### config.mk
export PLATFORM = sky130hd
export DESIGN_NAME = codec_irq_combiner
export DESIGN_NICKNAME = d
export VERILOG_FILES = /design/src/rtl/irqc_pkg.sv /design/src/rtl/irqc_sync.sv /design/src/rtl/irqc_regs.sv /design/src/rtl/irqc_qualify.sv /design/src/rtl/irqc_drive.sv /design/src/rtl/codec_irq_combiner.sv
export SDC_FILE = /design/constraint.sdc
export NUM_CORES = 1
export LEC_CHECK = 0
export ABC_CLOCK_PERIOD_IN_PS = 1340
export BUFFER_PORTS_ARGS = -buffer_cell sky130_fd_sc_hd__buf_4
export CORE_ASPECT_RATIO = 0.7
export CORE_MARGIN = 2
export CORE_UTILIZATION = 46
export DETAILED_ROUTE_END_ITERATION = 6
export PLACE_DENSITY = 0.82
export SLEW_MARGIN = 20
export SYNTH_ARGS = -nofsm -noshare
export SYNTH_HDL_FRONTEND = slang
export SYNTH_SLANG_ARGS = --single-unit
### constraint.sdc
create_clock -name clk -period 1.34 [get_ports clk]
set_input_delay 0 -clock clk [delete_from_list [all_inputs] [get_ports clk]]
set_output_delay 0 -clock clk [all_outputs]
set_load 0.01 [all_outputs]
### src/rtl/irqc_pkg.sv
package irqc_pkg;

    typedef enum logic [1:0] {
        MODE_OFF     = 2'b00,
        MODE_OD_LOW  = 2'b01,
        MODE_PP_HIGH = 2'b10,
        MODE_PP_LOW  = 2'b11
    } out_mode_e;

    typedef enum logic [1:0] {
        ST_QUIET    = 2'b00,
        ST_RELEASED = 2'b01,
        ST_ACTIVE   = 2'b10
    } drv_state_e;

    localparam int          SRC_W    = 8;
    localparam logic [7:0]  SRC_USED = 8'b1111_1011;

endpackage

### src/rtl/irqc_sync.sv
module irqc_sync #(
    parameter int W     = 8,
    parameter int DEPTH = 2
) (
    input  logic         clk,
    input  logic         rst_n,
    input  logic [W-1:0] d_i,
    output logic [W-1:0] q_o
);

    logic [W-1:0] stage_q [DEPTH];

    always_ff @(posedge clk or negedge rst_n) begin
        if (!rst_n) stage_q[0] <= '0;
        else        stage_q[0] <= d_i;
    end

    for (genvar g = 1; g < DEPTH; g++) begin : g_stage
        always_ff @(posedge clk or negedge rst_n) begin
            if (!rst_n) stage_q[g] <= '0;
            else        stage_q[g] <= stage_q[g-1];
        end
    end

    assign q_o = stage_q[DEPTH-1];

    if (DEPTH >= 2) begin : g_chk
        AST_SYNC_SHIFT: assert property (@(posedge clk) disable iff (!rst_n)
            stage_q[1] == $past(stage_q[0]));
    end

endmodule

### src/rtl/irqc_regs.sv
module irqc_regs
    import irqc_pkg::*;
#(
    parameter int          ADDR_W    = 8,
    parameter int          DATA_W    = 9,
    parameter logic [7:0]  POL_ADDR  = 8'h19,
    parameter logic [7:0]  ENA_ADDR  = 8'h1A,
    parameter logic [7:0]  CTRL_ADDR = 8'h1B
) (
    input  logic              clk,
    input  logic              rst_n,
    input  logic              we_i,
    input  logic [ADDR_W-1:0] addr_i,
    input  logic [DATA_W-1:0] wdata_i,
    output logic [DATA_W-1:0] rdata_o,
    output logic [SRC_W-1:0]  pol_o,
    output logic [SRC_W-1:0]  ena_o,
    output out_mode_e         mode_o
);

    localparam logic [ADDR_W-1:0] A_POL  = ADDR_W'(POL_ADDR);
    localparam logic [ADDR_W-1:0] A_ENA  = ADDR_W'(ENA_ADDR);
    localparam logic [ADDR_W-1:0] A_CTRL = ADDR_W'(CTRL_ADDR);
    localparam int                MODE_LSB = DATA_W - 2;

    logic [SRC_W-1:0] pol_q;
    logic [SRC_W-1:0] ena_q;
    out_mode_e        mode_q;
    logic             hit_pol, hit_ena, hit_ctrl;

    assign hit_pol  = (addr_i == A_POL);
    assign hit_ena  = (addr_i == A_ENA);
    assign hit_ctrl = (addr_i == A_CTRL);

    always_ff @(posedge clk or negedge rst_n) begin
        if (!rst_n) begin
            pol_q  <= '0;
            ena_q  <= '0;
            mode_q <= MODE_OFF;
        end else if (we_i) begin
            if (hit_pol)  pol_q  <= wdata_i[SRC_W-1:0] & SRC_USED;
            if (hit_ena)  ena_q  <= wdata_i[SRC_W-1:0] & SRC_USED;
            if (hit_ctrl) mode_q <= out_mode_e'(wdata_i[DATA_W-1 -: 2]);
        end
    end

    always_comb begin
        rdata_o = '0;
        if (hit_pol)       rdata_o[SRC_W-1:0]      = pol_q;
        else if (hit_ena)  rdata_o[SRC_W-1:0]      = ena_q;
        else if (hit_ctrl) rdata_o[DATA_W-1 -: 2]  = mode_q;
    end

    assign pol_o  = pol_q;
    assign ena_o  = ena_q;
    assign mode_o = mode_q;

    AST_CTRL_LOW_ZERO: assert property (@(posedge clk) disable iff (!rst_n)
        hit_ctrl |-> (rdata_o[MODE_LSB-1:0] == '0));
    AST_SRC_SPARE_ZERO: assert property (@(posedge clk) disable iff (!rst_n)
        (hit_pol || hit_ena) |-> (rdata_o[2] == 1'b0 && rdata_o[DATA_W-1] == 1'b0));
    AST_FOREIGN_WRITE_KEEP: assert property (@(posedge clk) disable iff (!rst_n)
        (we_i && !hit_pol && !hit_ena && !hit_ctrl) |=> $stable({pol_q, ena_q, mode_q}));

endmodule

### src/rtl/irqc_qualify.sv
module irqc_qualify
    import irqc_pkg::*;
(
    input  logic             clk,
    input  logic             rst_n,
    input  logic [SRC_W-1:0] src_i,
    input  logic [SRC_W-1:0] pol_i,
    input  logic [SRC_W-1:0] ena_i,
    output logic             req_o
);

    logic [SRC_W-1:0] hit;

    for (genvar g = 0; g < SRC_W; g++) begin : g_src
        if (SRC_USED[g]) begin : g_used
            assign hit[g] = (src_i[g] ^ pol_i[g]) & ena_i[g];
        end else begin : g_spare
            assign hit[g] = 1'b0;
        end
    end

    assign req_o = |hit;

    AST_DISABLED_SILENT: assert property (@(posedge clk) disable iff (!rst_n)
        (ena_i == '0) |-> !req_o);
    AST_SPARE_NEVER_HITS: assert property (@(posedge clk) disable iff (!rst_n)
        hit[2] == 1'b0);

endmodule

### src/rtl/irqc_drive.sv
module irqc_drive
    import irqc_pkg::*;
(
    input  logic      clk,
    input  logic      rst_n,
    input  out_mode_e mode_i,
    input  logic      req_i,
    output logic      pin_o,
    output logic      pin_oe
);

    drv_state_e state_q, state_d;

    always_ff @(posedge clk or negedge rst_n) begin
        if (!rst_n) state_q <= ST_QUIET;
        else        state_q <= state_d;
    end

    always_comb begin
        state_d = state_q;
        unique case (state_q)
            ST_QUIET: begin
                if (mode_i != MODE_OFF) state_d = req_i ? ST_ACTIVE : ST_RELEASED; // ARM
            end
            ST_RELEASED: begin
                if (mode_i == MODE_OFF) state_d = ST_QUIET;                       // DISARM
                else if (req_i)         state_d = ST_ACTIVE;                      // FIRE
            end
            ST_ACTIVE: begin
                if (mode_i == MODE_OFF) state_d = ST_QUIET;                       // DISARM
                else if (!req_i)        state_d = ST_RELEASED;                    // CLEAR
            end
            default: state_d = ST_QUIET;
        endcase
    end

    always_comb begin
        pin_o  = 1'b0;
        pin_oe = 1'b0;
        if (state_q != ST_QUIET) begin
            unique case (mode_i)
                MODE_OFF: begin
                    pin_o  = 1'b0;
                    pin_oe = 1'b0;
                end
                MODE_OD_LOW: begin
                    pin_o  = 1'b0;
                    pin_oe = (state_q == ST_ACTIVE);
                end
                MODE_PP_HIGH: begin
                    pin_o  = (state_q == ST_ACTIVE);
                    pin_oe = 1'b1;
                end
                MODE_PP_LOW: begin
                    pin_o  = (state_q != ST_ACTIVE);
                    pin_oe = 1'b1;
                end
                default: begin
                    pin_o  = 1'b0;
                    pin_oe = 1'b0;
                end
            endcase
        end
    end

    AST_OFF_GOES_QUIET: assert property (@(posedge clk) disable iff (!rst_n)
        (mode_i == MODE_OFF) |=> (state_q == ST_QUIET));
    AST_OD_NEVER_HIGH: assert property (@(posedge clk) disable iff (!rst_n)
        (pin_oe && mode_i == MODE_OD_LOW) |-> !pin_o);
    AST_PP_DRIVEN: assert property (@(posedge clk) disable iff (!rst_n)
        ((mode_i == MODE_PP_HIGH || mode_i == MODE_PP_LOW) && state_q != ST_QUIET) |-> pin_oe);
    AST_STATE_TRACKS_REQ: assert property (@(posedge clk) disable iff (!rst_n)
        (mode_i != MODE_OFF) |=> ((state_q == ST_ACTIVE) == $past(req_i)));

endmodule

### src/rtl/codec_irq_combiner.sv
module codec_irq_combiner
    import irqc_pkg::*;
#(
    parameter int          ADDR_W     = 8,
    parameter int          DATA_W     = 9,
    parameter int          SYNC_DEPTH = 2,
    parameter logic [7:0]  POL_ADDR   = 8'h19,
    parameter logic [7:0]  ENA_ADDR   = 8'h1A,
    parameter logic [7:0]  CTRL_ADDR  = 8'h1B
) (
    input  logic              clk,
    input  logic              rst_n,
    input  logic              therm_i,
    input  logic              hp_i,
    input  logic [2:0]        gpin_i,
    input  logic              micdet_i,
    input  logic              micshort_i,
    input  logic              reg_we,
    input  logic [ADDR_W-1:0] reg_addr,
    input  logic [DATA_W-1:0] reg_wdata,
    output logic [DATA_W-1:0] reg_rdata,
    output logic              irq_o,
    output logic              irq_oe
);

    logic [SRC_W-1:0] raw_vec, sync_vec, pol, ena;
    out_mode_e        mode;
    logic             req;

    assign raw_vec = {therm_i, hp_i, gpin_i[2], gpin_i[1], gpin_i[0], 1'b0, micdet_i, micshort_i};

    irqc_sync #(.W(SRC_W), .DEPTH(SYNC_DEPTH)) u_sync (
        .clk   (clk),
        .rst_n (rst_n),
        .d_i   (raw_vec),
        .q_o   (sync_vec)
    );

    irqc_regs #(
        .ADDR_W    (ADDR_W),
        .DATA_W    (DATA_W),
        .POL_ADDR  (POL_ADDR),
        .ENA_ADDR  (ENA_ADDR),
        .CTRL_ADDR (CTRL_ADDR)
    ) u_regs (
        .clk     (clk),
        .rst_n   (rst_n),
        .we_i    (reg_we),
        .addr_i  (reg_addr),
        .wdata_i (reg_wdata),
        .rdata_o (reg_rdata),
        .pol_o   (pol),
        .ena_o   (ena),
        .mode_o  (mode)
    );

    irqc_qualify u_qual (
        .clk   (clk),
        .rst_n (rst_n),
        .src_i (sync_vec),
        .pol_i (pol),
        .ena_i (ena),
        .req_o (req)
    );

    irqc_drive u_drive (
        .clk    (clk),
        .rst_n  (rst_n),
        .mode_i (mode),
        .req_i  (req),
        .pin_o  (irq_o),
        .pin_oe (irq_oe)
    );

    AST_RESET_QUIET: assert property (@(posedge clk) $rose(rst_n) |-> (!irq_oe && !irq_o));

endmodule

==> impl_summary.log <==
INFO  metric r2r_cells = 3
INFO  metric r2r_end = u_drive.state_q[0]
INFO  metric grt_first_pass_wirelength = 4770 um
INFO  metric antenna_violations_before_repair = 0
INFO  metric cts_max_level = 2
INFO  metric gpl.final_weighted_congestion = 0.787
INFO  metric power_leakage = 0.959 nW
INFO  metric outcome = finished, final reports clean
INFO  metric drv.max_cap_violation_count = 0
INFO  metric clkTransAtPathRegs = 0.06 ns
INFO  metric setup_repair_after_global_routing_missed_its_margin = true
INFO  metric post_synthesis_net_count = 125
INFO  metric route.detailed.drc = 0
INFO  metric ioPinCount = 38
INFO  metric place.detailed.instances = roughly 170
INFO  metric slowest_stage = dfrtp_1
INFO  metric cp.arrival = 1.30 ns
INFO  metric layout-drive-gt1-share = 42.7%
INFO  metric layout.cells.most_common_list = buf_4 (38), dfrtp_1 (32), mux2_2 (16), dlygate4sd3_1 (16), nor2_1 (9)
INFO  metric synthesis.yosys.warnings = 0
INFO  metric synth_seq_area_share = 60.2%
INFO  metric fin_nets = 183
INFO  metric finalClockSkew = 0.00306 ns
INFO  metric routed_wire_length_per_instance = 14.6 um
INFO  metric antenna_cells = 0
INFO  metric drt_pre_antenna_iters = 4
INFO  metric floorplan.die_area = 0.00334 mm2
INFO  metric finalHoldViolations = 0
INFO  metric most_common_cell_after_layout_fill_and_taps_aside = buf_4
INFO  metric postSynthCellCount = 98
INFO  metric number_of_buffers_between_clock_root_and_the_deepest_sink = 2
INFO  metric cts_sink_count = 32
INFO  metric groute.usage.overall = 20.4%
INFO  metric detail_route.iter0.violations = 50
INFO  metric finalCoreUtilization = between 60% and 70%
INFO  metric start_kind = register
INFO  metric avgViaCountPerCell = 5.12
INFO  metric cell_type_contributing_the_most_total_cell_area_after_synthesis = dfrtp_1
INFO  metric synth.cell_area = 0.00133 mm2
INFO  metric cts_root_buffer = clkbuf_8
INFO  metric peak_supply_drop = ~0.0009 V
INFO  metric std_cell_rows = 16
INFO  metric finish.cell_count_without_fillers = 193
INFO  metric clock_insertion_delay_worst_skew = 0.28 ns
INFO  metric min_path_type = input pin to register
INFO  metric finalPower = 0.00224 W
INFO  metric worst_r2r_startpoint = u_regs.pol_o[6]
INFO  metric cts_post_setup_buffers_inserted = 0
INFO  metric synth_top_cell_area_share = 60.2%
INFO  metric dr_total_vias = 989
INFO  metric core_area = 0.00278 mm2
INFO  metric cp-startpoint = u_regs.mode_o[0]
INFO  metric setup-violations-final = 0
INFO  metric final_clock_period_utilization_by_the_worst_path = 97.2%
INFO  metric floorplan.die.width = approximately 70 um
INFO  metric finalWirelength = 2810 um
INFO  metric ys_ff_latch = 32
INFO  metric tritoncts = built
INFO  metric timing_worst_setup_path_type = register to primary output
INFO  metric cp_data_required_time = 1.34 ns
INFO  metric endpoint_class_of_the_critical_path = primary output
INFO  metric crit_end = reg_rdata[7]
INFO  metric vias_in_the_first_global_route = 1034
INFO  metric grt_overflow_total = 0
INFO  metric numCtsBuffers = 5
INFO  metric cellPowerDensity = 1160 mW/mm2
INFO  metric final-max-slew-violation-count = 0
INFO  metric rrSetupSlack = 0.07 ns
INFO  metric maxClockFrequency = approximately 770 MHz
INFO  metric synth.distinct_cells = 21
INFO  metric final_antenna_net_count = 0
INFO  metric path_cells = mux2_4 -> a22oi_2 -> nor2_1 -> buf_4
INFO  metric shortest_period_the_worst_path_allows = 1.30 ns
INFO  metric critPathMaxFanout = 6
INFO  metric syn-mean-instance-area = roughly 14 um2
INFO  metric synth_area_leaders = dfrtp_1 (60%), mux2_2 (14%), a22oi_1 (5.1%)
INFO  metric die_h = 49.0 um
INFO  metric timing.critical_path.slowest_cell_delay = roughly 0.42 ns
INFO  metric area_delta_synth_final = 45.7%
INFO  metric initial_utilization = 47.8%
INFO  metric pin_count_of_the_biggest_net_entering_global_routing = 33
INFO  metric io_buffers = 35
## cells by family (layout without fill, tap and decap cells)
kind of cell | Yosys count | after routing | synth area share (%)
mux | 17 | 17 | 14.4
xor+xnor | 7 | 7 | 4.61
buf+inv | 3 | 62 | 1.32
simple gates | 24 | 24 | 11.3
other cells | 1 | 1 | 0.282
flops | 32 | 32 | 60.2
compound gates | 14 | 14 | 7.90
## per-layer routing
metal  global-route usage, %  routed length (um)  vias up
met4                    6.00                   0        0
met2                    32.0                1430       42
met1                    25.9                1170      485
met5                       0                   0        -
li1                        -                   -      462
met3                    8.31                 207        0
## what timing repair did
action | in CTS | in global routing
endpoints found under the hold margin | 55 | 0
endpoints found under the setup margin | 0 | 2
hold buffers | 16 | 0
gates resized for setup | 0 | 2
## power by group
| part | switching, W | total, W | internal, W |
|---|---|---|---|
| Clock | 0.000330 | 0.000985 | 0.000655 |
| Combinational | 0.0000828 | 0.000211 | 0.000128 |
| Sequential | 0.0000337 | 0.00105 | 0.00101 |
| Total | 0.000446 | 0.00224 | 0.00180 |
## cell usage after synthesis (all sizes together)
cell type,count
nand4,3
and2,1
and2b,1
buf,3
and4b,1
a21boi,1
nor4b,1
nor2b,3
a31oi,1
a22oi,9
a222oi,1
o22a,1
mux2,17
o21ai,1
dfrtp,32
nand2,5
conb,1
nor2,9
xor2,7
## through the flow
| stage | worst slack, ns | instance area, um2 | hold WS [ns] | TNS [ns] |
|---|---|---|---|---|
| after CTS | 0.00516 | 1930 | 0.141 | 0 |
| after floorplan | 0.198 | 1330 | -0.296 | 0 |
| after global placement | 0.0678 | 1640 | -0.0532 | 0 |
| after global routing | -0.0383 | 1940 | 0.150 | -0.0383 |
| after detailed placement | 0.0158 | 1640 | -0.0470 | 0 |
| final | 0.0370 | 1940 | 0.144 | 0 |
## area by class of cell
class	instances	area [um2]
Tap cell	36	45.0
Sequential cell	32	801
Multi-Input combinational cell	63	520
Timing Repair Buffer	54	445
Clock inverter	1	30.0
Fill cell	215	845
Clock buffer	7	96.3
## sequential cells by signal (all words and copies together) (netlist names)
register and flops:
u_drive.state_q 2, u_regs.pol_o 7, u_sync.stage_q 7, u_sync.q_o 7, u_regs.ena_o 7, u_regs.mode_o 2
## worst max-delay path: cells and delay by family (launching register included)
kind                   cells  cell delay (ns)
buffers and inverters      1             0.15
muxes                      1             0.28
and+or+nand+nor            1             0.07
AOI/OAI and AO/OA          1             0.11
DFF                        1             0.42
## how the worst min path moves through the flow
stage | start | endpoint | slack [ns] | cells past startpoint
2_1_floorplan | rst_n | u_drive.state_q[0] | -0.30 | 0
3_3_place_gp | rst_n | u_sync.stage_q[13] | -0.05 | 1
5_1_grt | reg_we | u_regs.mode_o[0] | 0.15 | 3
4_1_cts | reg_we | u_regs.mode_o[0] | 0.14 | 3
6_report | reg_we | u_regs.mode_o[0] | 0.14 | 3
3_5_place_dp | rst_n | u_regs.ena_o[5] | -0.05 | 1
(Power assumes the default switching activity.)
